## src/rtl/hz_pkg.sv

```systemverilog
`timescale 1ns/1ps
// Package hz_pkg
// Shared field positions, opcodes and control types for the hazard controller.
// Assumes a 32-bit instruction word with 32 architectural registers, the last
// of which reads as zero.
package hz_pkg;
    localparam int INSN_W   = 32;
    localparam int RIDX_W   = 5;
    localparam int NREG     = 1 << RIDX_W;
    localparam int OPC_W    = 6;
    localparam int FN_W     = 7;
    localparam int OPC_LO   = INSN_W - OPC_W;
    localparam int FA_LO    = 21;
    localparam int FB_LO    = 16;
    localparam int FC_LO    = 0;
    localparam int FN_LO    = 5;
    localparam int LIT_BIT  = 12;

    typedef logic [RIDX_W-1:0] ridx_t;
    localparam ridx_t ZERO_REG = ridx_t'(NREG - 1);

    localparam logic [OPC_W-1:0] OPC_ARITH = 6'h10;
    localparam logic [OPC_W-1:0] OPC_LOGIC = 6'h11;
    localparam logic [OPC_W-1:0] OPC_LOAD  = 6'h29;
    localparam logic [OPC_W-1:0] OPC_STORE = 6'h2D;
    localparam logic [OPC_W-1:0] OPC_BRU   = 6'h30;
    localparam logic [OPC_W-1:0] OPC_BRSUB = 6'h34;
    localparam logic [OPC_W-1:0] OPC_BRZ   = 6'h39;
    localparam logic [OPC_W-1:0] OPC_BRNZ  = 6'h3D;
    localparam logic [OPC_W-1:0] OPC_JUMP  = 6'h1A;
    localparam logic [FN_W-1:0]  FN_MOVZ   = 7'h24;
    localparam logic [FN_W-1:0]  FN_MOVNZ  = 7'h26;

    typedef enum logic [1:0] {
        SRC_REGFILE = 2'd0,
        SRC_EXMEM   = 2'd1,
        SRC_MEMWB   = 2'd2
    } opnd_src_e;

    typedef enum logic [1:0] {
        XFER_NONE    = 2'd0,
        XFER_ZERO    = 2'd1,
        XFER_NONZERO = 2'd2,
        XFER_ALWAYS  = 2'd3
    } xfer_e;

    typedef enum logic [1:0] {
        WR_NEVER      = 2'd0,
        WR_ALWAYS     = 2'd1,
        WR_IF_ZERO    = 2'd2,
        WR_IF_NONZERO = 2'd3
    } wr_e;

    // Control fields of an instruction in decode or execute
    typedef struct packed {
        logic  valid;
        ridx_t src_a;
        logic  use_a;
        ridx_t src_b;
        logic  use_b;
        ridx_t dst;
        wr_e   wr;
        logic  is_load;
        xfer_e xfer;
    } dec_t;

    // Control fields once the write decision is resolved (memory, write-back)
    typedef struct packed {
        logic  valid;
        ridx_t dst;
        logic  we;
        logic  is_load;
    } late_t;
endpackage

```

## src/rtl/hz_decode.sv

```systemverilog
`timescale 1ns/1ps
// Module hz_decode
// Turns the instruction word in the fetch/decode register into operand-use,
// destination, write-kind and control-transfer fields. Purely combinational.
// Assumes an invalid slot decodes to all-zero control (a bubble).
module hz_decode
    import hz_pkg::*;
(
    input  logic              valid,
    input  logic [INSN_W-1:0] insn,
    output dec_t              dec
);
    logic [OPC_W-1:0] opc;
    logic [FN_W-1:0]  fn;
    logic             lit;
    ridx_t            fa, fb, fc;
    logic             unused_bits;

    assign opc = insn[OPC_LO +: OPC_W];
    assign fn  = insn[FN_LO +: FN_W];
    assign lit = insn[LIT_BIT];
    assign fa  = insn[FA_LO +: RIDX_W];
    assign fb  = insn[FB_LO +: RIDX_W];
    assign fc  = insn[FC_LO +: RIDX_W];
    assign unused_bits = ^insn[LIT_BIT+3:LIT_BIT+1];

    // Classify the opcode into reads, writes and control transfer
    always_comb begin
        dec       = '0;
        dec.src_a = fa;
        dec.src_b = fb;
        if (valid) begin
            dec.valid = 1'b1;
            case (opc)
                OPC_ARITH, OPC_LOGIC: begin
                    dec.use_a = 1'b1;
                    dec.use_b = !lit;
                    dec.dst   = fc;
                    if (opc == OPC_LOGIC && fn == FN_MOVZ)
                        dec.wr = WR_IF_ZERO;
                    else if (opc == OPC_LOGIC && fn == FN_MOVNZ)
                        dec.wr = WR_IF_NONZERO;
                    else
                        dec.wr = WR_ALWAYS;
                end
                OPC_LOAD: begin
                    dec.use_b   = 1'b1;
                    dec.dst     = fa;
                    dec.wr      = WR_ALWAYS;
                    dec.is_load = 1'b1;
                end
                OPC_STORE: begin
                    dec.use_a = 1'b1;
                    dec.use_b = 1'b1;
                end
                OPC_BRU, OPC_BRSUB: begin
                    dec.dst  = fa;
                    dec.wr   = WR_ALWAYS;
                    dec.xfer = XFER_ALWAYS;
                end
                OPC_BRZ: begin
                    dec.use_a = 1'b1;
                    dec.xfer  = XFER_ZERO;
                end
                OPC_BRNZ: begin
                    dec.use_a = 1'b1;
                    dec.xfer  = XFER_NONZERO;
                end
                OPC_JUMP: begin
                    dec.use_b = 1'b1;
                    dec.dst   = fa;
                    dec.wr    = WR_ALWAYS;
                    dec.xfer  = XFER_ALWAYS;
                end
                default: ;
            endcase
        end
    end
endmodule

```

## src/rtl/hz_track.sv

```systemverilog
`timescale 1ns/1ps
// Module hz_track
// Shadow copies of the decode/execute, execute/memory and memory/write-back
// control fields. Resolves the write enable of each instruction in execute
// (conditional moves from the operand-A zero test, register 31 never).
// Assumes the datapath pipe registers advance every cycle; a stall only holds
// fetch and decode, so the decode/execute slot takes a bubble instead.
module hz_track
    import hz_pkg::*;
(
    input  logic  clk,
    input  logic  rst_n,
    input  dec_t  id_dec,
    input  logic  kill_id,
    input  logic  ex_opa_zero,
    output dec_t  idex,
    output late_t exm,
    output late_t mwb
);
    logic ex_we;

    // Resolve the write decision of the instruction now in execute
    always_comb begin
        case (idex.wr)
            WR_ALWAYS:     ex_we = 1'b1;
            WR_IF_ZERO:    ex_we = ex_opa_zero;
            WR_IF_NONZERO: ex_we = !ex_opa_zero;
            default:       ex_we = 1'b0;
        endcase
        ex_we = ex_we && idex.valid && (idex.dst != ZERO_REG);
    end

    // Advance the shadow pipe registers
    always_ff @(posedge clk) begin
        if (!rst_n) begin
            idex <= '0;
            exm  <= '0;
            mwb  <= '0;
        end else begin
            idex        <= kill_id ? '0 : id_dec;
            exm.valid   <= idex.valid;
            exm.dst     <= idex.dst;
            exm.we      <= ex_we;
            exm.is_load <= idex.is_load;
            mwb         <= exm;
        end
    end

    // A move whose test fails must leave execute without a write
    p_move_skip_r9: assert property (@(posedge clk) disable iff (!rst_n)
        (idex.valid && ((idex.wr == WR_IF_ZERO && !ex_opa_zero) ||
                        (idex.wr == WR_IF_NONZERO && ex_opa_zero))) |=> !exm.we);

    // The write reaching the register file never targets register 31
    p_no_zero_write_r5: assert property (@(posedge clk) disable iff (!rst_n)
        mwb.we |-> (mwb.dst != ZERO_REG));
endmodule

```

## src/rtl/hz_fwd_pick.sv

```systemverilog
`timescale 1ns/1ps
// Module hz_fwd_pick
// Chooses the source for one operand: execute/memory result first, then
// memory/write-back result, then the register file. Register 31 and unread
// fields never match. Also used for the decode write-through with the
// execute/memory input tied empty.
module hz_fwd_pick
    import hz_pkg::*;
(
    input  logic      clk,
    input  logic      rst_n,
    input  logic      use_src,
    input  ridx_t     src,
    input  late_t     exm,
    input  late_t     mwb,
    output opnd_src_e sel
);
    logic live, hit_exm, hit_mwb;
    logic unused_mwb;

    assign live    = use_src && (src != ZERO_REG);
    assign hit_exm = live && exm.valid && exm.we && (exm.dst == src);
    assign hit_mwb = live && mwb.valid && mwb.we && (mwb.dst == src);
    assign unused_mwb = mwb.is_load;

    // Priority select, youngest writer first
    always_comb begin
        if (hit_exm)      sel = SRC_EXMEM;
        else if (hit_mwb) sel = SRC_MEMWB;
        else              sel = SRC_REGFILE;
    end

    // A load never sits in execute/memory while its consumer is in execute
    p_exm_not_load_r7: assert property (@(posedge clk) disable iff (!rst_n)
        (sel == SRC_EXMEM) |-> !exm.is_load);

    // Any bypass comes from a stage that really writes
    p_fwd_real_writer_r9: assert property (@(posedge clk) disable iff (!rst_n)
        (sel == SRC_MEMWB) |-> (mwb.we && mwb.valid));
endmodule

```

## src/rtl/hz_hazard_detect.sv

```systemverilog
`timescale 1ns/1ps
// Module hz_hazard_detect
// Raises stall for a load-use pair (load in execute, reader in decode) and
// flush for a control transfer that resolves taken in execute.
// Assumes the two cases never coincide: a load is never a branch.
module hz_hazard_detect
    import hz_pkg::*;
(
    input  dec_t id_dec,
    input  dec_t idex,
    input  logic ex_opa_zero,
    output logic stall,
    output logic flush
);
    logic ld_live, hit_a, hit_b;
    logic unused_fields;

    assign unused_fields = ^{id_dec.dst, id_dec.wr, id_dec.is_load, id_dec.xfer,
                             idex.src_a, idex.use_a, idex.src_b, idex.use_b, idex.wr};

    // Load-use check against each read field of the decode instruction
    always_comb begin
        ld_live = idex.valid && idex.is_load && (idex.dst != ZERO_REG);
        hit_a   = id_dec.use_a && (id_dec.src_a == idex.dst);
        hit_b   = id_dec.use_b && (id_dec.src_b == idex.dst);
        stall   = id_dec.valid && ld_live && (hit_a || hit_b);
    end

    // Taken decision of the control transfer now in execute
    always_comb begin
        case (idex.xfer)
            XFER_ALWAYS:  flush = 1'b1;
            XFER_ZERO:    flush = ex_opa_zero;
            XFER_NONZERO: flush = !ex_opa_zero;
            default:      flush = 1'b0;
        endcase
        flush = flush && idex.valid;
    end
endmodule

```

## src/rtl/hazard_ctrl.sv

```systemverilog
`timescale 1ns/1ps
// Module hazard_ctrl (top)
// Hazard and bypass control for a five-stage in-order pipeline whose register
// file is written from decode. Decodes the fetch/decode instruction, tracks
// later stages, and drives operand selects, decode write-through, register
// write control, stall, bubble and flush.
// Assumes ex_opa_zero is computed from the bypassed operand A in execute.
module hazard_ctrl
    import hz_pkg::*;
(
    input  logic              clk,
    input  logic              rst_n,
    input  logic              ifid_valid,
    input  logic [INSN_W-1:0] ifid_insn,
    input  logic              ex_opa_zero,
    output logic [1:0]        fwd_a_sel,
    output logic [1:0]        fwd_b_sel,
    output logic              id_thru_a,
    output logic              id_thru_b,
    output logic              rf_we,
    output logic [RIDX_W-1:0] rf_waddr,
    output logic              stall,
    output logic              idex_bubble,
    output logic              flush
);
    localparam int NOPND = 2;

    dec_t  id_dec, idex;
    late_t exm, mwb;
    late_t no_stage;
    logic  [NOPND-1:0] ex_use, id_use;
    ridx_t [NOPND-1:0] ex_src, id_src;
    opnd_src_e ex_sel [NOPND];
    opnd_src_e id_sel [NOPND];
    logic  [NOPND-1:0] thru;

    assign no_stage = '0;

    hz_decode u_decode (
        .valid (ifid_valid),
        .insn  (ifid_insn),
        .dec   (id_dec)
    );

    hz_hazard_detect u_detect (
        .id_dec      (id_dec),
        .idex        (idex),
        .ex_opa_zero (ex_opa_zero),
        .stall       (stall),
        .flush       (flush)
    );

    hz_track u_track (
        .clk         (clk),
        .rst_n       (rst_n),
        .id_dec      (id_dec),
        .kill_id     (idex_bubble),
        .ex_opa_zero (ex_opa_zero),
        .idex        (idex),
        .exm         (exm),
        .mwb         (mwb)
    );

    // Bubble into decode/execute on either a held or a cancelled decode slot
    assign idex_bubble = stall || flush;

    // Gather per-operand fields so one generate loop serves both operands
    always_comb begin
        ex_use[0] = idex.use_a;   ex_src[0] = idex.src_a;
        ex_use[1] = idex.use_b;   ex_src[1] = idex.src_b;
        id_use[0] = id_dec.use_a; id_src[0] = id_dec.src_a;
        id_use[1] = id_dec.use_b; id_src[1] = id_dec.src_b;
    end

    for (genvar k = 0; k < NOPND; k++) begin : g_opnd
        hz_fwd_pick u_ex_pick (
            .clk     (clk),
            .rst_n   (rst_n),
            .use_src (ex_use[k]),
            .src     (ex_src[k]),
            .exm     (exm),
            .mwb     (mwb),
            .sel     (ex_sel[k])
        );
        hz_fwd_pick u_id_pick (
            .clk     (clk),
            .rst_n   (rst_n),
            .use_src (id_use[k] && id_dec.valid),
            .src     (id_src[k]),
            .exm     (no_stage),
            .mwb     (mwb),
            .sel     (id_sel[k])
        );
        assign thru[k] = (id_sel[k] == SRC_MEMWB);
    end

    assign fwd_a_sel = ex_sel[0];
    assign fwd_b_sel = ex_sel[1];
    assign id_thru_a = thru[0];
    assign id_thru_b = thru[1];
    assign rf_we     = mwb.we;
    assign rf_waddr  = mwb.dst;

    // A load-use stall lasts exactly one cycle
    p_stall_one_cycle_r7: assert property (@(posedge clk) disable iff (!rst_n)
        stall |=> !stall);

    // Stall and flush never coincide
    p_stall_flush_excl_r8: assert property (@(posedge clk) disable iff (!rst_n)
        !(stall && flush));

    // The slot cancelled by a flush reaches execute empty
    p_flush_empties_ex_r11: assert property (@(posedge clk) disable iff (!rst_n)
        flush |=> !idex.valid);

    // Register 31 is never a bypass source for operand A
    p_no_zero_bypass_r5: assert property (@(posedge clk) disable iff (!rst_n)
        (fwd_a_sel != 2'd0) |-> (idex.src_a != ZERO_REG));
endmodule

```

## config.mk

```make
export PLATFORM = sky130hd
export DESIGN_NAME = hazard_ctrl
export DESIGN_NICKNAME = d
export VERILOG_FILES = /design/src/rtl/hz_pkg.sv /design/src/rtl/hz_decode.sv /design/src/rtl/hz_track.sv /design/src/rtl/hz_fwd_pick.sv /design/src/rtl/hz_hazard_detect.sv /design/src/rtl/hazard_ctrl.sv
export SDC_FILE = /design/constraint.sdc
export NUM_CORES = 1
export LEC_CHECK = 0
export ABC_AREA = 1
export BUFFER_PORTS_ARGS = -buffer_cell sky130_fd_sc_hd__buf_4
export CAP_MARGIN = 30
export CORE_MARGIN = 3
export CORE_UTILIZATION = 45
export CTS_CLUSTER_DIAMETER = 120
export DETAILED_ROUTE_END_ITERATION = 8
export PLACE_DENSITY = 0.72
export SETUP_SLACK_MARGIN = 0.2
export SLEW_MARGIN = 10
export SYNTH_ARGS = -nofsm -noshare
export SYNTH_HDL_FRONTEND = slang
export SYNTH_HIERARCHICAL = 1
export SYNTH_SLANG_ARGS = --single-unit
```

## constraint.sdc

```tcl
create_clock -name clk -period 2.4 [get_ports clk]
set_input_delay 0.48 -clock clk [delete_from_list [all_inputs] [get_ports clk]]
set_output_delay 0.48 -clock clk [all_outputs]
set_load 0.02 [all_outputs]
```

==> results.md <==
- Status: finished clean
- Final Hold Fails: 0
- Post-DR vias/cell: 4.38
- Clk buf depth: 2
- Crit path largest cell delay: 0.20 ns
- Final setup fails: 0
- PnR Total Power: 1.44 mW
- First-pass GRT wire length: 11,700 µm
- DR iter-0 viols: 170
- CP Launch Point: ifid_insn[26]
- Max-Cap Viols: 0
- FF-to-FF End: u_track/idex[0]
- Util after Layout: 61.6%
- Post-Syn Instances: 505
- Max-slew violation count: 0
- Die area: 0.00725 mm²
- Max VDD drop: 264 µV
- F_max: 0.426 GHz
- R2R cell count: 13
- GRT overflow: 0
- Worst endpoint data arrival time: 1.87 ns
- Syn avg cell area: 5.58 µm²
- Worst-Skew Late Latency: 0.28 ns
- Pin count of the biggest net entering global routing: 15
- GRT Total Usage: 19.7%
- Slowest CP cell: a21oi_4
- TritonRoute pass-1 iters: 4
- Leakage Power: 1.99 nW
- Die W: 85.1 µm
- Final period utilization: 97.7%
- CP cell instances: buf_4 > inv_2 > nor2_4 > nand3_2 > nand2_2 > nor2_1 > nor2_2 > nand2_1 > nor2_2 > nand3_2 > a21oi_4 > inv_2 > nand2_2 > buf_6
- Total CTS buffers: 5
- DRC Markers: 0
- IO buf count: 47
- Diodes inserted: 0
- H-tree depth reported by CTS: 2
- DIE HEIGHT: 85.1 µm
- Setup crit end kind: output pin
- Vias in the first global route: 2,706
- Cell Area, Synth: 0.00282 mm²
- Via count: 2,942
- Hpwl dp: 5270 µm
- Initial antenna violation count: 0
- Startpoint Class: primary input
- # IOs: 51
- Worst hold path class: flop to flop
- Area delta synth->final: 31.0%
- Share of cells above drive strength 1: 26.5%
- Area of the core: 0.00599 mm²
- Clk root buf: clkbuf_8
- Fin crit period: 2.35 ns
- Total Wirelength: 6910 µm
- Clk_skew: 0.00463 ns
- Worst Path Required: 1.92 ns
- Remaining antenna violation count after routing: 0
- Critical path type: primary input to output pin
- Num rows: 28
- CTS clk-pin slew, worst paths: 0.07 ns
- Origin of the critical flop-to-flop path: u_track/idex[5]
- Nets: 632
- Crit path max fanout: 4
- Worst setup path end: idex_bubble
- Flop2flop setup slack: 0.67 ns
- RD Place Congestion: 0.842
- Fin Hold WS: 0.454 ns
- Sink Count: 37
- TritonCTS clock tree: built
- RSZ-0062 raised after global routing: true
- DR WL/cell: 10.3 µm
- Initial Util: 47.0%
- Yosys warns: 6
- Pwr dens: 390 mW/mm²
==> routing by layer <==
layer  track usage, %  up-vias  wire length, µm
li1                 -     1591                -
met1             23.6     1270             2930
met2             36.9       75             3590
met3             2.62        6              335
met4             4.75        0               57
met5                0        -                0
==> worst max-delay path, delay by kind of cell <==
family / cells / cell delay, ns
buffers and inverters: 4 / 0.30
and+or+nand+nor: 9 / 0.91
AOI/OAI and AO/OA: 1 / 0.20
==> metrics by stage <==
stage / setup slack [ns] / cells / setup TNS (ns) / cell area (µm²)
6_report: 0.0543 / 672 / 0 / 3690
3_5_place_dp: -0.0941 / 650 / -0.330 / 3380
3_3_place_gp: -0.0642 / 650 / -0.0642 / 3380
5_1_grt: -0.0875 / 672 / -0.241 / 3690
2_1_floorplan: 0.211 / 526 / 0 / 2910
4_1_cts: 0.0573 / 669 / 0 / 3620
==> cell type report <==
class                           count  area (µm²)
Fill cell                         586        2300
Multi-Input combinational cell    335        1570
Sequential cell                    37         742
Timing Repair Buffer               82         666
Inverter                          135         509
Tap cell                           75        93.8
Clock buffer                        6        72.6
Clock inverter                      2        38.8
==> placed cells by master (no fill, tap or decap), types with 7 or more instances in the layout <==
master and instances:
a21oi_1 10, buf_4 73, conb_1 22, dfxtp_1 36, inv_1 115, inv_2 15, nand2_1 151, nand3_1 23
nand3_2 9, nor2_1 58, nor2_2 26, o21ai_1 7, xor2_1 8
==> state kept, by name (all words and copies together) (netlist names) <==
name / count
u_track/mwb: 7
u_track/idex: 23
u_track/exm: 7
==> where the power goes <==
part           total, mW  switching [mW]  internal [mW]
clock network      0.528           0.216          0.312
logic              0.266           0.143          0.124
registers          0.645          0.0171          0.628
total               1.44           0.376           1.06
==> worst min path at each step <==
| stage | to | startpoint | slack, ns | cells past startpoint |
|---|---|---|---|---|
| after floorplan | u_track/mwb[3] | u_track/exm[3] | 0.43 | 2 |
| after global placement | u_track/mwb[7] | u_track/exm[7] | 0.44 | 2 |
| after detailed placement | u_track/mwb[7] | u_track/exm[7] | 0.45 | 2 |
| after CTS | u_track/idex[11] | ifid_insn[16] | 0.45 | 3 |
| after global routing | u_track/idex[13] | ifid_insn[18] | 0.47 | 3 |
| final | u_track/mwb[1] | u_track/exm[1] | 0.45 | 2 |
==> timing repair <==
action / in CTS / in global routing
gates resized for setup: 16 / 13
hold buffers: 0 / 0
endpoints found under the setup margin: 4 / 13
buffers inserted: 11 / 3
pin swaps: 20 / 17
Note: power is estimated with default switching activity, not from simulation.
